### config.mk
export PLATFORM = sky130hd
export DESIGN_NAME = hsb_link_ctrl
export DESIGN_NICKNAME = d
export VERILOG_FILES = /design/src/rtl/hsb_pkg.sv /design/src/rtl/hsb_sync.sv /design/src/rtl/hsb_idle_det.sv /design/src/rtl/hsb_line_couple.sv /design/src/rtl/hsb_link_ctrl.sv
export SDC_FILE = /design/constraint.sdc
export NUM_CORES = 1
export LEC_CHECK = 0
export ABC_AREA = 1
export CORE_ASPECT_RATIO = 1.25
export CORE_MARGIN = 2
export CORE_UTILIZATION = 35
export CTS_BUF_LIST = sky130_fd_sc_hd__clkbuf_8
export DETAILED_ROUTE_END_ITERATION = 6
export GPL_ROUTABILITY_DRIVEN = 0
export PLACE_DENSITY_LB_ADDON = 0.25
export REMOVE_ABC_BUFFERS = 1
export SYNTH_ARGS = -nofsm -noshare
export SYNTH_HDL_FRONTEND = slang
export SYNTH_SLANG_ARGS = --single-unit
### constraint.sdc
create_clock -name clk -period 1.6 [get_ports clk]
set_input_delay 0.32 -clock clk [delete_from_list [all_inputs] [get_ports clk]]
set_output_delay 0.32 -clock clk [all_outputs]
set_load 0.02 [all_outputs]
### src/rtl/hsb_pkg.sv
package hsb_pkg;

  typedef enum logic [1:0] {
    ST_OFF  = 2'd0,
    ST_WAIT = 2'd1,
    ST_LINK = 2'd2
  } link_st_e;

  typedef enum logic [1:0] {
    OWN_NONE = 2'd0,
    OWN_BP   = 2'd1,
    OWN_CD   = 2'd2
  } own_e;

  // stop condition: data rises while clock stays high
  function automatic logic is_stop(input logic sda_now, input logic sda_was,
                                   input logic scl_now, input logic scl_was);
    return sda_now & ~sda_was & scl_now & scl_was;
  endfunction

  // bus counts as quiet when both lines are high and neither moved
  function automatic logic is_quiet(input logic sda_now, input logic sda_was,
                                    input logic scl_now, input logic scl_was);
    return sda_now & scl_now & (sda_now == sda_was) & (scl_now == scl_was);
  endfunction

endpackage

### src/rtl/hsb_sync.sv
module hsb_sync #(
  parameter int W      = 5,
  parameter int STAGES = 2
) (
  input  logic         clk,
  input  logic         rst_n,
  input  logic [W-1:0] d,
  output logic [W-1:0] q
);

  logic [W-1:0] pipe [STAGES];

  always_ff @(posedge clk or negedge rst_n) begin
    if (!rst_n) begin
      for (int i = 0; i < STAGES; i++) pipe[i] <= '1;
    end else begin
      pipe[0] <= d;
      for (int i = 1; i < STAGES; i++) pipe[i] <= pipe[i-1];
    end
  end

  assign q = pipe[STAGES-1];

endmodule

### src/rtl/hsb_idle_det.sv
module hsb_idle_det
  import hsb_pkg::*;
#(
  parameter int IDLE_CYCLES = 9500
) (
  input  logic clk,
  input  logic rst_n,
  input  logic arm,
  input  logic sda,
  input  logic scl,
  output logic stop_evt,
  output logic idle_hit
);

  localparam int CW = $clog2(IDLE_CYCLES + 1);
  localparam logic [CW-1:0] LIM = CW'(IDLE_CYCLES);

  logic          sda_q, scl_q;
  logic [CW-1:0] cnt;
  logic          quiet;

  assign stop_evt = is_stop(sda, sda_q, scl, scl_q);
  assign quiet    = is_quiet(sda, sda_q, scl, scl_q);
  assign idle_hit = (cnt == LIM);

  always_ff @(posedge clk or negedge rst_n) begin
    if (!rst_n) begin
      sda_q <= 1'b1;
      scl_q <= 1'b1;
      cnt   <= '0;
    end else begin
      sda_q <= sda;
      scl_q <= scl;
      if (!arm || !quiet) cnt <= '0;
      else if (cnt != LIM) cnt <= cnt + 1'b1;
    end
  end

endmodule

### src/rtl/hsb_line_couple.sv
module hsb_line_couple
  import hsb_pkg::*;
#(
  parameter int HOLD = 3
) (
  input  logic clk,
  input  logic rst_n,
  input  logic link,
  input  logic bp_lvl,
  input  logic cd_lvl,
  output logic bp_pd,
  output logic cd_pd
);

  localparam int HW = $clog2(HOLD + 1);

  own_e          owner;
  logic [HW-1:0] hold;

  always_ff @(posedge clk or negedge rst_n) begin
    if (!rst_n) begin
      owner <= OWN_NONE;
      hold  <= '0;
    end else if (!link) begin
      owner <= OWN_NONE;
      hold  <= '0;
    end else begin
      unique case (owner)
        OWN_NONE: begin
          if (hold != '0)  hold  <= hold - 1'b1;
          else if (!bp_lvl) owner <= OWN_BP;
          else if (!cd_lvl) owner <= OWN_CD;
        end
        OWN_BP: if (bp_lvl) begin
          owner <= OWN_NONE;
          hold  <= HW'(HOLD);
        end
        OWN_CD: if (cd_lvl) begin
          owner <= OWN_NONE;
          hold  <= HW'(HOLD);
        end
        default: owner <= OWN_NONE;
      endcase
    end
  end

  assign bp_pd = link && (owner == OWN_CD);
  assign cd_pd = link && (owner == OWN_BP);

endmodule

### src/rtl/hsb_link_ctrl.sv
module hsb_link_ctrl
  import hsb_pkg::*;
#(
  parameter int SYNC_STAGES = 2,
  parameter int IDLE_CYCLES = 9500
) (
  input  logic clk,
  input  logic rst_n,
  input  logic pwr_good,
  input  logic cs_in,
  input  logic bp_sda_in,
  input  logic bp_scl_in,
  input  logic cd_sda_in,
  input  logic cd_scl_in,
  output logic bp_sda_pd,
  output logic bp_scl_pd,
  output logic cd_sda_pd,
  output logic cd_scl_pd,
  output logic ready_pd,
  output logic precharge_en
);

  localparam int NLINES = 2;
  localparam int HOLD   = SYNC_STAGES + 1;

  logic [4:0] sync_q;
  logic       s_cs, b_sda_s, b_scl_s, c_sda_s, c_scl_s;
  logic       stop_evt, idle_hit, arm, linked;
  link_st_e   st, st_nx;

  hsb_sync #(.W(5), .STAGES(SYNC_STAGES)) u_sync (
    .clk(clk), .rst_n(rst_n),
    .d({cd_scl_in, cd_sda_in, bp_scl_in, bp_sda_in, cs_in}),
    .q(sync_q)
  );

  assign {c_scl_s, c_sda_s, b_scl_s, b_sda_s, s_cs} = sync_q;

  assign arm = (st == ST_WAIT) && !s_cs;

  hsb_idle_det #(.IDLE_CYCLES(IDLE_CYCLES)) u_idle (
    .clk(clk), .rst_n(rst_n), .arm(arm),
    .sda(b_sda_s), .scl(b_scl_s),
    .stop_evt(stop_evt), .idle_hit(idle_hit)
  );

  always_comb begin
    st_nx = st;
    if (!pwr_good) st_nx = ST_OFF;
    else begin
      unique case (st)
        ST_OFF:  st_nx = ST_WAIT;
        ST_WAIT: if (!s_cs && (stop_evt || idle_hit) && c_sda_s && c_scl_s)
                   st_nx = ST_LINK;
        ST_LINK: if (s_cs) st_nx = ST_WAIT;
        default: st_nx = ST_OFF;
      endcase
    end
  end

  always_ff @(posedge clk or negedge rst_n) begin
    if (!rst_n) st <= ST_OFF;
    else        st <= st_nx;
  end

  assign linked = (st == ST_LINK);

  logic [NLINES-1:0] bp_lvl, cd_lvl, bp_pd_v, cd_pd_v;
  assign bp_lvl = {b_scl_s, b_sda_s};
  assign cd_lvl = {c_scl_s, c_sda_s};

  for (genvar k = 0; k < NLINES; k++) begin : g_line
    hsb_line_couple #(.HOLD(HOLD)) u_couple (
      .clk(clk), .rst_n(rst_n), .link(linked),
      .bp_lvl(bp_lvl[k]), .cd_lvl(cd_lvl[k]),
      .bp_pd(bp_pd_v[k]), .cd_pd(cd_pd_v[k])
    );
  end

  assign bp_sda_pd    = bp_pd_v[0];
  assign bp_scl_pd    = bp_pd_v[1];
  assign cd_sda_pd    = cd_pd_v[0];
  assign cd_scl_pd    = cd_pd_v[1];
  assign ready_pd     = !linked;
  assign precharge_en = !linked;

endmodule

# After elaboration in Yosys (flattened, before gate mapping)
# Index checks and enable logic that the tools add are counted.
[word_totals]
ff_bits = 36
output_inout_bits = 6
[classes]
add_sub_neg = 3
n_eq_ne = 24
muxes = 30
bitwise = 7
n_reduce_logical = 25
[ops]
columns = ["operator", "n"]
rows = [
  ["2-to-1 mux 2 bit", 23],
  ["case mux 2 bit (3 select lines)", 5],
  ["2-to-1 mux 14 bit", 2],
  ["!= test 3 bit, second input constant", 8],
  ["AND reduction 4 bit", 4],
  ["adder 14 x 1 -> 14 bit, second input constant", 1],
  ["== test 14 bit, second input constant", 1],
  ["!= test 14 bit, second input constant", 1],
  ["!= test 4 bit, second input constant", 3],
  ["logical AND 1 bit", 8],
  ["AND 1 bit", 6],
  ["== test 2 x 1 -> 1 bit, second input constant", 3],
  ["== test 2 bit, second input constant", 3],
  ["logical NOT 2 bit", 3],
  ["!= test 3 x 2 -> 1 bit, second input constant", 2],
  ["nonzero test 2 bit", 3],
  ["logical NOT 1 bit", 4],
  ["!= test 4 x 1 -> 1 bit, second input constant", 1],
  ["subtractor 2 x 1 -> 2 bit, second input constant", 2],
  ["== test 1 bit", 2],
  ["logical OR 1 bit", 2],
  ["AND reduction 2 bit", 1],
  ["inverter 1 bit", 1],
]

# Longest topological paths before layout
[logic_depth]
ltp_word = 11
ltp_mapped = 11
mapped_depth_nobuf = 11

# Hierarchy
# Synthesis repeated with hierarchy kept, for this count alone.
[unflattened]
cells_unflattened = 292
area_unflattened_um2 = 2193.4
[modules_own_cells]
columns = ["module", "n_inst", "cells_per_inst", "area_per_inst_um2", "seq_area_each_um2"]
rows = [
  ["hsb_idle_det", 1, 143, 993.5, 402.9],
  ["hsb_line_couple", 2, 54, 374.1, 100.1],
  ["hsb_sync", 1, 15, 300.3, 262.8],
  ["hsb_link_ctrl", 1, 26, 151.4, 50.0],
]

# Worst setup path after synthesis
# Ideal clock, no wire load.
[synth_path]
kind = "register -> register"
startpoint = "register u_idle.sda_q"
endpoint = "register u_idle.cnt[10]"
arrival_ns = 1.411
t_required_ns = 1.527
path_slack_ns = 0.116
path_stages_with_launch = 8
path_buffers = 0
cell_sequence = "dfstp_2 inv_1 ha_1 nand3_1 nor2_4 inv_4 o21a_1 a21oi_2"
[synth_via]
elab_chain_len = 6
[synth_rtl]
columns = ["element", "line_no", "source"]
rows = [
  ["start: declaration", "hsb_idle_det.sv:18", "logic sda_q, scl_q;"],
  ["start signal: assignment", "hsb_idle_det.sv:28", "sda_q <= 1'b1;"],
  ["start signal: assignment", "hsb_idle_det.sv:32", "sda_q <= sda;"],
  ["== test 1 bit *", "hsb_pkg.sv:24", "return sda_now & scl_now & (sda_now == sda_was) & (scl_now == scl_was);"],
  ["AND 1 bit * (2 in series)", "hsb_pkg.sv:24", ""],
  ["logical NOT 1 bit *", "hsb_idle_det.sv:34", "if (!arm || !quiet) cnt <= '0;"],
  ["logical OR 1 bit *", "hsb_idle_det.sv:34", ""],
  ["2-to-1 mux 14 bit or nonzero test 2 bit (tied branches)", "n/a", ""],
  ["end signal: assignment", "hsb_idle_det.sv:35", "else if (cnt != LIM) cnt <= cnt + 1'b1;"],
  ["end: declaration", "hsb_idle_det.sv:19", "logic [CW-1:0] cnt;"],
]
# Every way passes the cells marked *; elsewhere a longest branch is shown, timed or not.
# A chain may end at the register's enable or synchronous reset.

# Worst setup path in the final report
[layout_path]
startpoint = "register g_line[0].u_couple.owner[0]"
endpoint = "output bp_sda_pd"
[layout_via]
elab_chain_len = 2
[layout_rtl]
columns = ["element", "line_no", "source"]
rows = [
  ["start: declaration", "hsb_line_couple.sv:17", "own_e owner;"],
  ["start signal: assignment", "hsb_line_couple.sv:22", "owner <= OWN_NONE;"],
  ["start signal: assignment", "hsb_line_couple.sv:25", "owner <= OWN_NONE;"],
  ["start signal: assignment", "hsb_line_couple.sv:31", "else if (!bp_lvl) owner <= OWN_BP;"],
  ["== test 2 bit", "hsb_line_couple.sv:47", "assign bp_pd = link && (owner == OWN_CD);"],
  ["logical AND 1 bit", "hsb_line_couple.sv:47", ""],
  ["end: declaration", "hsb_link_ctrl.sv:15", "output logic bp_sda_pd,"],
]
# No other way between the ends.

==> flow_summary_export.csv <==
group,metric,value,unit
min_path,timing.hold.worst_path_depth,0,
logic_synthesis,netlist_instances,232,
global_routing,grt_first_pass_wirelength,6540,um
timing,setup_violations,0,
clocking,root_buffer,"sky130_fd_sc_hd__clkbuf_8",
logic_synthesis,synth_top_family_by_area,"simple AND/OR/NAND/NOR gates",
min_path,hold_class,"flop to flop",
clocking,tritoncts_clock_tree,"yes",
logic_synthesis,syn_area,0.00193,mm^2
layout,multi_input_logic_area,907,um^2
routing,routed-wl-met3,120,um
global_routing,antenna_found_initial,0,
floorplan,dieArea,0.00613,mm^2
routing,post-route-drc-count,0,
clocking,cts_made_buffers,5,
place,dpl-instance-area,0.00224,mm^2
setup_path,r2r.worst_path.cells,7,
clocking,clkSinkCount,36,
routing,route.met2.wl,2020,um
floorplan,ioPinCount,14,
logic_synthesis,synth_compound_gate_area_share,10.8,%
timing,min_period_over_period,98.6,%
floorplan,core_area,0.00537,mm^2
setup_path,worstSetupStartpointType,"flop",
power,vdd.ir_drop.worst,0.000462,V
logic_synthesis,synth_cell_types,32,
logic_synthesis,synth_edf_count,0,
setup_path,critPathRequiredTime,1.28,ns
timing,unrepaired_setup_endpoints_after_global_routing,"true",
logic_synthesis,async_reset_ff_share,100,%
global_routing,grt_overall_usage,13.6,%
timing,worst_slew_pin_slew,0.464,ns
timing,fin_crit,1.58,ns
routing,route.antenna.remaining_nets,0,
layout,areaGrowthSynthToFinish,26.7,%
setup_path,rr_startpoint,"u_idle.sda_q",
timing,report.final.hold_viol_count,0,
clocking,cts-root-to-sink-buffers,2,
routing,dr.pass1.iters,4,
timing,final.hold.worst_slack,0.347,ns
clocking,cts_htree_levels,2,
setup_path,rr_endpoint,"u_idle.cnt[10]",
layout,share_of_final_layout_standard_cells_stronger_than_drive_strength_1,29.4,%
place,dp_hpwl,2920,um
floorplan,die-width,70.4,um
routing,via_count_of_the_routed_design,1597,
layout,layout.nets,291,
clocking,clk-insertion-delay-late,0.28,ns
setup_path,critPathMaxFanout,3,
min_path,hold-path-endpoint,"u_sync.q[2]",
logic_synthesis,netlist_top_cells_area,"sky130_fd_sc_hd__dfrtp_1 31%, sky130_fd_sc_hd__dfstp_2 16%, sky130_fd_sc_hd__inv_1 7.4%, sky130_fd_sc_hd__nand2_1 7.4%, sky130_fd_sc_hd__ha_1 7.1%",
routing,top_signal_layer_used,"met4",
logic_synthesis,synth.avg_cell_area,8.32,um^2
floorplan,initial_utilization,35.9,%
logic_synthesis,synth-seq-area-share,47.5,%
setup_path,arrival,1.26,ns
routing,vias_per_inst,4.75,
global_routing,grt_pass1_vias,1525,
logic_synthesis,synth_mux_area_share,0,%
setup_path,r2r_setup_slack,0.03,ns
layout,layout.area.seq,917,um^2
run_status,run_status,"completed",
power,total_leakage_power,1.07,nW
routing,wirelength_met1,1720,um
routing,detail_route.iter0.violations,92,
floorplan,die_height,87.0,um
layout,n_antenna_cell,0,
place,placement.io_buffers,13,
logic_synthesis,yosysTopAreaCellShare,31.1,%
logic_synthesis,ys.flop_type,"sky130_fd_sc_hd__dfrtp_1",
logic_synthesis,synth_warnings,0,
routing,post_drt_wl_per_cell,11.7,um
timing,final_max_slew_viol_count,0,
logic_synthesis,yosys.area_share.xor_xnor,0,%
floorplan,fp-row-count,30,
logic_synthesis,ys_seq_elements,36,
logic_synthesis,synthSimpleGateAreaFrac,25.5,%
logic_synthesis,synth_adder_area_share,7.13,%
setup_path,critPathCaptureType,"primary output",
timing,slew-limit-headroom,69.1,%
layout,stdcell_area,0.00244,mm^2
min_path,timing.hold.worst.start,"u_sync.pipe[7]",
layout,fillCellCount,536,
layout,finish.utilization,45.5,%
timing,finalSetupTns,0,ns
logic_synthesis,netlist.top_cell.by_area,"sky130_fd_sc_hd__dfrtp_1",
timing,max_freq,634,MHz
power,design_power_total,1.73,mW
clocking,clkTransAtPathRegs,0.07,ns
flow_run,maxCapViolCount,0,
routing,wirelength_routed,3920,um
global_routing,grt_remaining_overflow,0,
logic_synthesis,synthTopCellsByCount,"38 x sky130_fd_sc_hd__inv_1, 38 x sky130_fd_sc_hd__nand2_1, 25 x sky130_fd_sc_hd__nor2_1, 24 x sky130_fd_sc_hd__dfrtp_1, 14 x sky130_fd_sc_hd__o21ai_0",
timing,worst_clock_skew,0.00683,ns
power,power.density_cell_area,709,mW/mm^2
setup_path,worstSetupPathType,"flop to primary output",
global_routing,grt_max_degree,23,
==> worst max-delay path by stage <==
stage	cells after the start	start	to	slack (ns)
after floorplan	8	st[0]	g_line[1].u_couple.owner[1]	0.10
after CTS	5	g_line[1].u_couple.owner[1]	cd_scl_pd	0.0004
after global routing	7	u_idle.sda_q	u_idle.cnt[10]	-0.09
after detailed placement	5	g_line[1].u_couple.owner[1]	cd_scl_pd	-0.11
final	5	g_line[0].u_couple.owner[0]	bp_sda_pd	0.02
after global placement	5	g_line[1].u_couple.owner[1]	cd_scl_pd	-0.08
==> registers in the layout, summed over array words and instances, names as in the netlist <==
| name | cells |
|---|---|
| g_line.u_couple.owner | 4 |
| st | 2 |
| g_line.u_couple.hold | 4 |
| u_sync.pipe | 5 |
| u_idle.scl_q | 1 |
| u_idle.sda_q | 1 |
| u_idle.cnt | 14 |
| u_sync.q | 5 |
==> report_power, final <==
| part | internal, mW | total, mW | switching (mW) |
|---|---|---|---|
| registers | 0.942 | 0.955 | 0.0123 |
| clock network | 0.383 | 0.683 | 0.300 |
| logic | 0.0440 | 0.0953 | 0.0514 |
| total | 1.37 | 1.73 | 0.363 |
==> metrics by stage <==
stage / setup slack [ns] / std cells
2_1_floorplan: 0.103 / 230
4_1_cts: 0.000421 / 332
5_1_grt: -0.0905 / 336
3_5_place_dp: -0.114 / 324
3_3_place_gp: -0.0759 / 324
6_report: 0.0220 / 336
==> layout make-up <==
class	count	area share, %
repair buffers	35	11.8
flip-flops and latches	36	37.5
well taps	64	3.28
multi-input cells	153	37.1
clock buffers	7	3.94
inverters	41	6.40
==> kinds of logic after synthesis <==
kind of cell,count (synthesis)
compound gates,38
fa+ha+maj,11
buf+inv,43
flops,36
simple gates,104
==> critical path: stages, from the launching register on <==
cell and delay, ns:
sky130_fd_sc_hd__dfrtp_2 0.45, sky130_fd_sc_hd__inv_2 0.07, sky130_fd_sc_hd__ha_2 0.19, sky130_fd_sc_hd__inv_2 0.04
sky130_fd_sc_hd__nor2_1 0.09, sky130_fd_sc_hd__buf_4 0.14
==> cell usage in the layout (no fill, tap or decap), types with 3 or more instances in the layout <==
cell	n
sky130_fd_sc_hd__a21oi_1	11
sky130_fd_sc_hd__buf_4	23
sky130_fd_sc_hd__clkbuf_8	7
sky130_fd_sc_hd__clkdlybuf4s50_1	6
sky130_fd_sc_hd__dfrtp_1	23
sky130_fd_sc_hd__dfstp_2	12
sky130_fd_sc_hd__ha_1	8
sky130_fd_sc_hd__inv_1	31
sky130_fd_sc_hd__inv_2	9
sky130_fd_sc_hd__nand2_1	37
sky130_fd_sc_hd__nand2_2	3
sky130_fd_sc_hd__nand3_1	12
sky130_fd_sc_hd__nand4_1	3
sky130_fd_sc_hd__nor2_1	23
sky130_fd_sc_hd__nor2_2	9
sky130_fd_sc_hd__nor3_1	8
sky130_fd_sc_hd__o21ai_0	14
sky130_fd_sc_hd__o21ai_1	6
==> metal layers <==
| layer | track usage [%] | vias to the layer above |
|---|---|---|
| met1 | 15.0 | 748 |
| met4 | 5.77 | 0 |
| met5 | 0 | - |
| met2 | 24.9 | 17 |
| met3 | 3.36 | 6 |
| li1 | - | 826 |
==> what timing repair did <==
action                                  in CTS  in global routing
hold buffers                                 1                  0
buffers inserted                             0                  4
pin swaps                                    1                  8
hold endpoints to repair                     6                  0
endpoints found under the setup margin      10                 22
gates resized for setup                     19                 26
No activity file was read; power rests on OpenSTA's default activity.
